## config.mk

```make
export PLATFORM = sky130hd
export DESIGN_NAME = intc64
export DESIGN_NICKNAME = d
export VERILOG_FILES = /design/src/rtl/intc64_pkg.sv /design/src/rtl/intc64_ctrl.sv /design/src/rtl/intc64_dp.sv /design/src/rtl/intc64.sv
export SDC_FILE = /design/constraint.sdc
export NUM_CORES = 1
export LEC_CHECK = 0
export BUFFER_PORTS_ARGS = -buffer_cell sky130_fd_sc_hd__clkbuf_2
export CAP_MARGIN = 20
export CORE_MARGIN = 3
export CORE_UTILIZATION = 60
export CTS_CLUSTER_SIZE = 14
export DETAILED_ROUTE_END_ITERATION = 10
export GPL_ROUTABILITY_DRIVEN = 0
export GPL_TIMING_DRIVEN = 0
export HOLD_SLACK_MARGIN = 0.06
export PLACE_DENSITY = 0.92
export SLEW_MARGIN = 20
export SYNTH_ARGS = -nofsm -noshare
export SYNTH_HDL_FRONTEND = slang
export SYNTH_SLANG_ARGS = --single-unit
```

## constraint.sdc

```tcl
create_clock -name clk -period 3.2 [get_ports clk]
set_input_delay 0.16 -clock clk [delete_from_list [all_inputs] [get_ports clk]]
set_output_delay 0.16 -clock clk [all_outputs]
set_load 0.005 [all_outputs]
```

## src/rtl/intc64_pkg.sv

```systemverilog
package intc64_pkg;
  localparam int NUM_SRC = 64;
  localparam int WORD_W = 32;
  localparam int VEC_W = $clog2(NUM_SRC);

  typedef enum logic [1:0] {KIND_PLAIN, KIND_EXT, KIND_PORT} srcKind_t;
  typedef enum logic [2:0] {RD_NONE, RD_MASKHI, RD_MASKLO, RD_PENDHI, RD_PENDLO, RD_SENSE, RD_VEC} rdSel_t;

  typedef struct packed {
    logic wrMaskHi;
    logic wrMaskLo;
    logic clrPendHi;
    logic clrPendLo;
    logic wrSense;
    rdSel_t rdSel;
  } busStrobe_t;

  // true when a source lives in the high word
  function automatic bit srcInHigh(int s);
    return (s >= 16 && s <= 31) || (s >= 48);
  endfunction

  function automatic int srcBitPos(int s);
    if (s == 0) return 0;
    else if (s < 16) return 16 - s;
    else if (s < 32) return 31 - s;
    else if (s < 48) return 63 - s;
    else return s - 32;
  endfunction

  function automatic srcKind_t srcKind(int s);
    if (s >= 19 && s <= 25) return KIND_EXT;
    else if (s >= 48) return KIND_PORT;
    else return KIND_PLAIN;
  endfunction

  function automatic int senseBitPos(int s);
    return (s >= 48) ? s - 32 : 33 - s;
  endfunction
endpackage

```

## src/rtl/intc64_ctrl.sv

```systemverilog
module intc64_ctrl
  import intc64_pkg::*;
#(
  parameter int ADDR_W = 8
) (
  input  logic              busRd,
  input  logic              busWr,
  input  logic [ADDR_W-1:0] busAddr,
  output busStrobe_t        strb
);
  localparam int IDX_W = ADDR_W - 2;

  logic [IDX_W-1:0] wordIdx;
  logic aligned;

  assign wordIdx = busAddr[ADDR_W-1:2];
  assign aligned = (busAddr[1:0] == 2'b00);

  always_comb begin
    strb = '0;
    strb.rdSel = RD_NONE;
    if (aligned) begin
      case (int'(wordIdx))
        0: begin strb.wrMaskHi  = busWr; if (busRd) strb.rdSel = RD_MASKHI; end
        1: begin strb.wrMaskLo  = busWr; if (busRd) strb.rdSel = RD_MASKLO; end
        2: begin strb.clrPendHi = busWr; if (busRd) strb.rdSel = RD_PENDHI; end
        3: begin strb.clrPendLo = busWr; if (busRd) strb.rdSel = RD_PENDLO; end
        4: begin strb.wrSense   = busWr; if (busRd) strb.rdSel = RD_SENSE;  end
        5: begin if (busRd) strb.rdSel = RD_VEC; end
        default: ;
      endcase
    end
  end
endmodule

```

## src/rtl/intc64_dp.sv

```systemverilog
module intc64_dp
  import intc64_pkg::*;
#(
  parameter int SYNC_STAGES = 2
) (
  input  logic               clk,
  input  logic               rst_n,
  input  busStrobe_t         strb,
  input  logic [WORD_W-1:0]  wdata,
  input  logic [NUM_SRC-1:0] srcIn,
  output logic [WORD_W-1:0]  rdata,
  output logic [VEC_W-1:0]   vecNum
);
  logic [NUM_SRC-1:0] syncQ [SYNC_STAGES];
  logic [NUM_SRC-1:0] srcNow, prevQ, pendQ;
  logic [NUM_SRC-1:0] srcMask, srcClr, srcEvt, eligible;
  logic [WORD_W-1:0]  maskHi, maskLo, senseQ, pendHiWord, pendLoWord;

  // input synchronizer, idle level is high
  always_ff @(posedge clk or negedge rst_n) begin
    if (!rst_n) begin
      for (int i = 0; i < SYNC_STAGES; i++) syncQ[i] <= '1;
      prevQ <= '1;
    end else begin
      syncQ[0] <= srcIn;
      for (int i = 1; i < SYNC_STAGES; i++) syncQ[i] <= syncQ[i-1];
      prevQ <= srcNow;
    end
  end
  assign srcNow = syncQ[SYNC_STAGES-1];

  always_ff @(posedge clk or negedge rst_n) begin
    if (!rst_n) begin
      maskHi <= '0;
      maskLo <= '0;
      senseQ <= '0;
    end else begin
      if (strb.wrMaskHi) maskHi <= wdata;
      if (strb.wrMaskLo) maskLo <= wdata;
      if (strb.wrSense)  senseQ <= wdata;
    end
  end

  assign srcMask[0] = 1'b0;
  assign srcClr[0] = 1'b0;
  assign srcEvt[0] = 1'b0;
  assign pendLoWord[0] = 1'b0;

  for (genvar s = 1; s < NUM_SRC; s++) begin : g_src
    localparam bit HI = srcInHigh(s);
    localparam int BP = srcBitPos(s);
    localparam srcKind_t KIND = srcKind(s);

    if (HI) begin : g_hi
      assign srcMask[s] = maskHi[BP];
      assign srcClr[s] = strb.clrPendHi & wdata[BP];
      assign pendHiWord[BP] = pendQ[s];
    end else begin : g_lo
      assign srcMask[s] = maskLo[BP];
      assign srcClr[s] = strb.clrPendLo & wdata[BP];
      assign pendLoWord[BP] = pendQ[s];
    end

    if (KIND == KIND_PLAIN) begin : g_plain
      assign srcEvt[s] = ~srcNow[s];
    end else begin : g_sel
      localparam int SB = senseBitPos(s);
      logic fallEdge;
      assign fallEdge = prevQ[s] & ~srcNow[s];
      if (KIND == KIND_EXT) begin : g_ext
        assign srcEvt[s] = senseQ[SB] ? fallEdge : ~srcNow[s];
      end else begin : g_port
        assign srcEvt[s] = senseQ[SB] ? fallEdge : (prevQ[s] ^ srcNow[s]);
      end
    end
  end

  // a new event wins over a clear in the same cycle
  always_ff @(posedge clk or negedge rst_n) begin
    if (!rst_n) pendQ <= '0;
    else        pendQ <= (pendQ & ~srcClr) | srcEvt;
  end

  assign eligible = pendQ & srcMask;

  always_comb begin
    vecNum = '0;
    for (int s = NUM_SRC - 1; s > 0; s--)
      if (eligible[s]) vecNum = VEC_W'(s);
  end

  always_comb begin
    case (strb.rdSel)
      RD_MASKHI: rdata = maskHi;
      RD_MASKLO: rdata = maskLo;
      RD_PENDHI: rdata = pendHiWord;
      RD_PENDLO: rdata = pendLoWord;
      RD_SENSE:  rdata = senseQ;
      RD_VEC:    rdata = {vecNum, {(WORD_W - VEC_W){1'b0}}};
      default:   rdata = '0;
    endcase
  end


  vec_winner_chk: assert property (@(posedge clk) disable iff (!rst_n)
    (vecNum != '0) |-> eligible[vecNum]);

  vec_lowest_chk: assert property (@(posedge clk) disable iff (!rst_n)
    (eligible & ((64'd1 << vecNum) - 64'd1)) == '0);

  vec_none_chk: assert property (@(posedge clk) disable iff (!rst_n)
    (vecNum == '0) |-> (eligible == '0));

  src0_idle_chk: assert property (@(posedge clk) disable iff (!rst_n)
    !pendQ[0]);

  mask_write_chk: assert property (@(posedge clk) disable iff (!rst_n)
    strb.wrMaskHi |=> (maskHi == $past(wdata)));
endmodule

```

## src/rtl/intc64.sv

```systemverilog
module intc64
  import intc64_pkg::*;
#(
  parameter int ADDR_W = 8,
  parameter int SYNC_STAGES = 2
) (
  input  logic              clk,
  input  logic              rst_n,
  input  logic              bus_rd,
  input  logic              bus_wr,
  input  logic [ADDR_W-1:0] bus_addr,
  input  logic [31:0]       bus_wdata,
  output logic [31:0]       bus_rdata,
  input  logic [63:0]       src_in,
  output logic              irq_out
);
  busStrobe_t strb;
  logic [VEC_W-1:0] vecNum;

  intc64_ctrl #(.ADDR_W(ADDR_W)) i_ctrl (
    .busRd(bus_rd), .busWr(bus_wr), .busAddr(bus_addr), .strb(strb)
  );

  intc64_dp #(.SYNC_STAGES(SYNC_STAGES)) i_dp (
    .clk(clk), .rst_n(rst_n), .strb(strb), .wdata(bus_wdata),
    .srcIn(src_in), .rdata(bus_rdata), .vecNum(vecNum)
  );

  assign irq_out = (vecNum != '0);


  irq_vec_read_chk: assert property (@(posedge clk) disable iff (!rst_n)
    (strb.rdSel == RD_VEC) |-> (irq_out == (bus_rdata[31:26] != 6'd0)));
endmodule

```

# [Yosys cells after proc, flatten, opt, wreduce, memory -nomap -nowiden]
# Cells that the tools add are included.
[word_totals] ff_bits=352 inputBits=108 out_inout_bits=33 wordCells=290
[classes] eq_ne=11 n_mux=100 bitwise=169 reduce_logical=3
[ops] operator="6-bit 2-to-1 mux" n=63
[ops] operator="32-bit one-hot mux with 6 select lines" n=1
[ops] operator="64-bit bitwise AND" n=2
[ops] operator="1-bit bitwise AND" n=86
[ops] operator="64-bit NOT" n=1
[ops] operator="64-bit OR" n=1
[ops] operator="1-bit NOT" n=63
[ops] operator="1-bit 2-to-1 mux" n=29
[ops] operator="3-bit one-hot mux with 6 select lines" n=1
[ops] operator="1-bit bitwise XOR" n=16
[ops] operator="6-bit by 2-bit equality test with 1-bit output (second input constant)" n=2
[ops] operator="6-bit by 3-bit equality test with 1-bit output (second input constant)" n=2
[ops] operator="3-bit equality test (second input constant)" n=3
[ops] operator="3-bit 2-to-1 mux" n=3
[ops] operator="8-bit 2-to-1 mux" n=1
[ops] operator="3-bit by 2-bit equality test with 1-bit output (second input constant)" n=2
[ops] operator="6-bit by 1-bit equality test with 1-bit output (second input constant)" n=1
[ops] operator="6-bit zero test" n=1
[ops] operator="6-bit nonzero test" n=1
[ops] operator="2-bit 2-to-1 mux" n=2
[ops] operator="3-bit by 1-bit equality test with 1-bit output (second input constant)" n=1
[ops] operator="2-bit zero test" n=1

# [Depth between registers and ports, before layout]
[logic_depth] ltp_word=65 mapped_depth=8 mapped_depth_nobuf=7

# [By module]
# From an unflattened synthesis, not the netlist that was laid out.
[hier_totals] hier_cells=1031 area_unflattened_um2=12758.5
[by_module_without_submodules] mod="intc64_dp" instances=1 cells_each=1008 area_per_inst_um2=12559.5 seq_area_each_um2=7893.8
[by_module_without_submodules] mod="intc64_ctrl" instances=1 cells_each=20 area_per_inst_um2=185.2 seq_area_each_um2=0.0
[by_module_without_submodules] mod="intc64" instances=1 cells_each=3 area_per_inst_um2=13.8 seq_area_each_um2=0.0

# [Least setup slack after synthesis]
# No wires, ideal clock.
[synth_timing] path_type="input to output" startpoint="input bus_addr[5]" endpoint="output bus_rdata[31]" t_arrival_ps=1741 required_time_ps=3040 slack_ps=1299 path_stages=7 path_buffers=0 cell_sequence="nor3_2 > nor3b_4 > nand2_1 > nor2_1 > nand3_1 > or2_1 > o41ai_1"
[synth_between] elab_chain_cells=5 elab_cells_between_ends=15 cone_classes="eq/ne: 11; mux: 3; reduce/logical: 1"
[synth_lines] element="from (decl)" line_no="intc64.sv:11" source="input logic [ADDR_W-1:0] bus_addr,"
[synth_lines] element="6-bit by 3-bit equality test with 1-bit output, or another cell as far along" line_no="intc64_ctrl.sv:23" source="case (int'(wordIdx))"
[synth_lines] element="3-bit one-hot mux with 6 select lines (*)" line_no="intc64_ctrl.sv:23"
[synth_lines] element="8-bit 2-to-1 mux (*)" line_no="intc64_ctrl.sv:22" source="if (aligned) begin"
[synth_lines] element="3-bit equality test, or another cell as far along" line_no="intc64_dp.sv:93" source="case (strb.rdSel)"
[synth_lines] element="32-bit one-hot mux with 6 select lines (*)" line_no="intc64_dp.sv:93"
[synth_lines] element="to (decl)" line_no="intc64.sv:13" source="output logic [31:0] bus_rdata,"
# Every way passes the cells marked *; elsewhere a longest branch is shown, timed or not.

# [Final worst setup path]
[layout_timing] startpoint="register i_dp.pendQ[40]" endpoint="output irq_out"
[layout_between] elab_chain_cells=42
[layout_lines] element="from (decl)" line_no="intc64_dp.sv:15" source="logic [NUM_SRC-1:0] srcNow, prevQ, pendQ;"
[layout_lines] element="from (signal assigned)" line_no="intc64_dp.sv:81" source="else pendQ <= (pendQ & ~srcClr) | srcEvt;"
[layout_lines] element="64-bit bitwise AND" line_no="intc64_dp.sv:84" source="assign eligible = pendQ & srcMask;"
[layout_lines] element="6-bit 2-to-1 mux (40 in series)" line_no="intc64_dp.sv:89" source="if (eligible[s]) vecNum = VEC_W'(s);"
[layout_lines] element="6-bit nonzero test" line_no="intc64.sv:29" source="assign irq_out = (vecNum != '0);"
[layout_lines] element="to (decl)" line_no="intc64.sv:15" source="output logic irq_out"
# No other way between the ends.

==> key figures <==
Detailed routing
  • DRT Wirelength: around 37000 um
  • Wirelength per Cell: 23.2 um
  • DRC: 2
  • Detailed Route Iter0 Violations: 2002
  • Via count: slightly above 10k
  • Router iterations before antenna repair: 11
  • Post-DR vias/cell: around 6.5
  • Final ANT Viol Nets: 0

Synthesis
  • Main synth FF type: dfrtp_1
  • Post-synth EDFFs: 0
  • Ys async rst share: 100%
  • Mapped cell area: 12500 sq um
  • FF+latch count, synth: 308
  • Cell count after synthesis: just over 1k
  • Syn_nets: 1146
  • Post-synth cell types: 50
  • Seq/Total Area, Yosys: 63.0%
  • Yosys warns: 0
  • Post-Syn Area per Cell: around 12 sq um

Worst hold path
  • Hold path depth: 2
  • Hold Crit Class: input port to flip-flop

Floorplan
  • Die width: 151 um
  • Initial core utilization: slightly above 60%
  • IO Pins: between 100 and 150
  • Rows: 52
  • Core area: 20400 sq um
  • Area of the die: about 23000 sq um
  • Die height: 151 um

Timing
  • Tmin final: 3.14 ns
  • Setup TNS: 0 ns
  • Final Hold Fails: 0
  • FMAX: 318 MHz
  • Clk_skew: 0.00936 ns
  • Final WS setup: 0.0567 ns
  • Tcrit/Tclk final: 98.2%
  • Worst-margin pin slew: 0.923 ns
  • Slew headroom: about two fifths
  • Setup Viol. Count Final: 0
  • Max-slew violations: 0

Place
  • HPWL Detailed: around 22000 um
  • Place WS: ~0.32 ns
  • PortBufs: 138

Clocking
  • Total setup buffers inserted after CTS: 0
  • Htree depth: 1
  • Clock slew at reported path FFs: 0.07 ns
  • # clock sinks: 308
  • Max clock buf depth: 3
  • TritonCTS buffer count: 30
  • Root Driver: clkbuf_16
  • CTS tree: built
  • Clock latency on the worst-skew pair: 0.57 ns

Layout
  • Most common cell after layout, fill and taps aside: nand2_1
  • Area Growth Syn to Fin: 25.9%
  • Layout cells sized above 1: 35.0%
  • Commonest cells after routing, fill and taps aside: 224 x nand2_1, 159 x dfrtp_1, 149 x dfstp_2
  • Diodes inserted: 0
  • # nets final: 1416

Power
  • LEAKAGE: about 7.4 nW
  • Pwr per Cell Area: 571 nW/um^2
  • Max VDD drop: slightly above 0.5 mV

Worst setup path
  • R2R setup slack: 1.87 ns
  • Critical path start-end classification: flip-flop to primary output
  • Reg2Reg Depth: 4
  • Endpoint class of the critical path: primary output
  • Worst path required time: around 3.0 ns
  • Max Fanout on Critical Path: 4
  • Startpoint Class: flip-flop
  • CP arrival: 2.98 ns

Global route
  • GRT Overall Usage: 32.5%
  • Number of global-route vias before repair: 10.8k
  • Largest net degree at the start of global routing: 89
  • Initial antenna violation count: 0
  • Grt total ovfl: 0
  • First-pass GRT wire length: 57200 um

Outcome
  • Failing checks: DRC
  • Outcome: complete, but fails checks

Run
  • Max_cap viols: 0
## where the power goes
| part | internal, mW | switching (mW) | total (mW) | leakage, nW |
|---|---|---|---|---|
| registers | 4.12 | 0.113 | 4.24 | 3.44 |
| clock network | 2.41 | 1.51 | 3.92 | 0.551 |
| logic | 0.370 | 0.481 | 0.850 | 3.38 |
## Yosys cell counts (11+ instances only)
cell type  count  area (sq um)
a22o_1        15           131
clkbuf_1      22          82.6
ha_1          16           200
buf_2         11          55.1
mux2_2        95          1070
nand2_1      224           841
dfrtp_1      159          3980
inv_1         43           161
nor2_1        30           113
o21ai_0       42           210
a22oi_1       20           150
a21oi_1       17          85.1
dfstp_2      149          3920
mux2i_1       31           310
nand3_1       13          65.1
a221o_1       19           190
a222oi_1      30           300
## area by class of cell
| type | instances | area [sq um] |
|---|---|---|
| inverter | 43 | 161 |
| tap | 270 | 338 |
| timing repair buffer | 238 | 1750 |
| multi-input combinational | 634 | 4360 |
| buffer | 37 | 155 |
| clock inverter | 16 | 284 |
| sequential | 308 | 7890 |
| fill | 1079 | 4580 |
| clock buffer | 39 | 836 |
## worst paths after layout
check | startpoint | end
worst max-delay path | i_dp.pendQ[40]$_DFF_PN0_ | irq_out
worst min-delay path | src_in[58] | i_dp.syncQ[122]$_DFF_PN1_
worst max register to register | i_dp.srcNow[54]$_DFF_PN1_ | i_dp.pendQ[54]$_DFF_PN0_
worst min register to register | i_dp.syncQ[106]$_DFF_PN1_ | i_dp.srcNow[42]$_DFF_PN1_
max in group asynchronous | rst_n | i_dp.srcNow[16]$_DFF_PN1_
min in group asynchronous | rst_n | i_dp.pendQ[10]$_DFF_PN0_
## what timing repair did
action                     4_1_cts  5_1_grt
setup endpoints to repair        0       23
hold buffers                    97        0
resized for setup                0       11
hold endpoints to repair       279        0
## stage by stage
stage	power, mW	hold WS [ns]	instances	instance area, sq um	util [%]
6_report	9.01	0.211	1585	15800	77.5
5_1_grt	9.28	0.209	1585	15800	77.5
4_1_cts	8.97	0.172	1585	15700	77.3
3_5_place_dp	4.98	0.249	1433	13700	67.0
3_3_place_gp	4.92	0.248	1430	13600	66.6
2_1_floorplan	4.64	-0.136	1022	12500	-
## worst max-delay path, cell delays in order, from the launching register on
cell	delay, ns
dfrtp_1	0.43
nand2_1	0.12
a32o_1	0.30
a221o_1	0.36
a211oi_1	0.31
o21ai_0	0.18
a21oi_1	0.34
o211ai_1	0.21
clkbuf_2	0.16
## logic make-up (layout without fill, tap and decap cells)
logic type | count (synthesis) | count (layout) | synth area share [%]
AO/OA/AOI/OAI | 186 | 186 | 11.5
adder cells (fa/ha/maj) | 16 | 16 | 1.60
buffers and inverters | 80 | 373 | 2.51
flip-flops | 308 | 308 | 63.0
multiplexers | 127 | 127 | 11.1
AND/OR/NAND/NOR | 305 | 305 | 10.3
## routing by layer
| layer | global-route usage (%) | vias up | part of all wire, % |
|---|---|---|---|
| met5 | 0 | - | 0 |
| li1 | - | 4189 | - |
| met3 | 10.1 | 289 | 12 |
| met2 | 50.6 | 888 | 46 |
| met4 | 17.0 | 0 | 6.6 |
| met1 | 41.2 | 4963 | 36 |
## flip-flops by register name, summed over array words and instances (netlist names)
signal,count
i_dp.pendQ,63
i_dp.srcNow,63
i_dp.syncQ,63
i_dp.maskHi,32
i_dp.maskLo,32
i_dp.senseQ,32
i_dp.prevQ,23
Note: power is estimated with default switching activity, not from simulation.
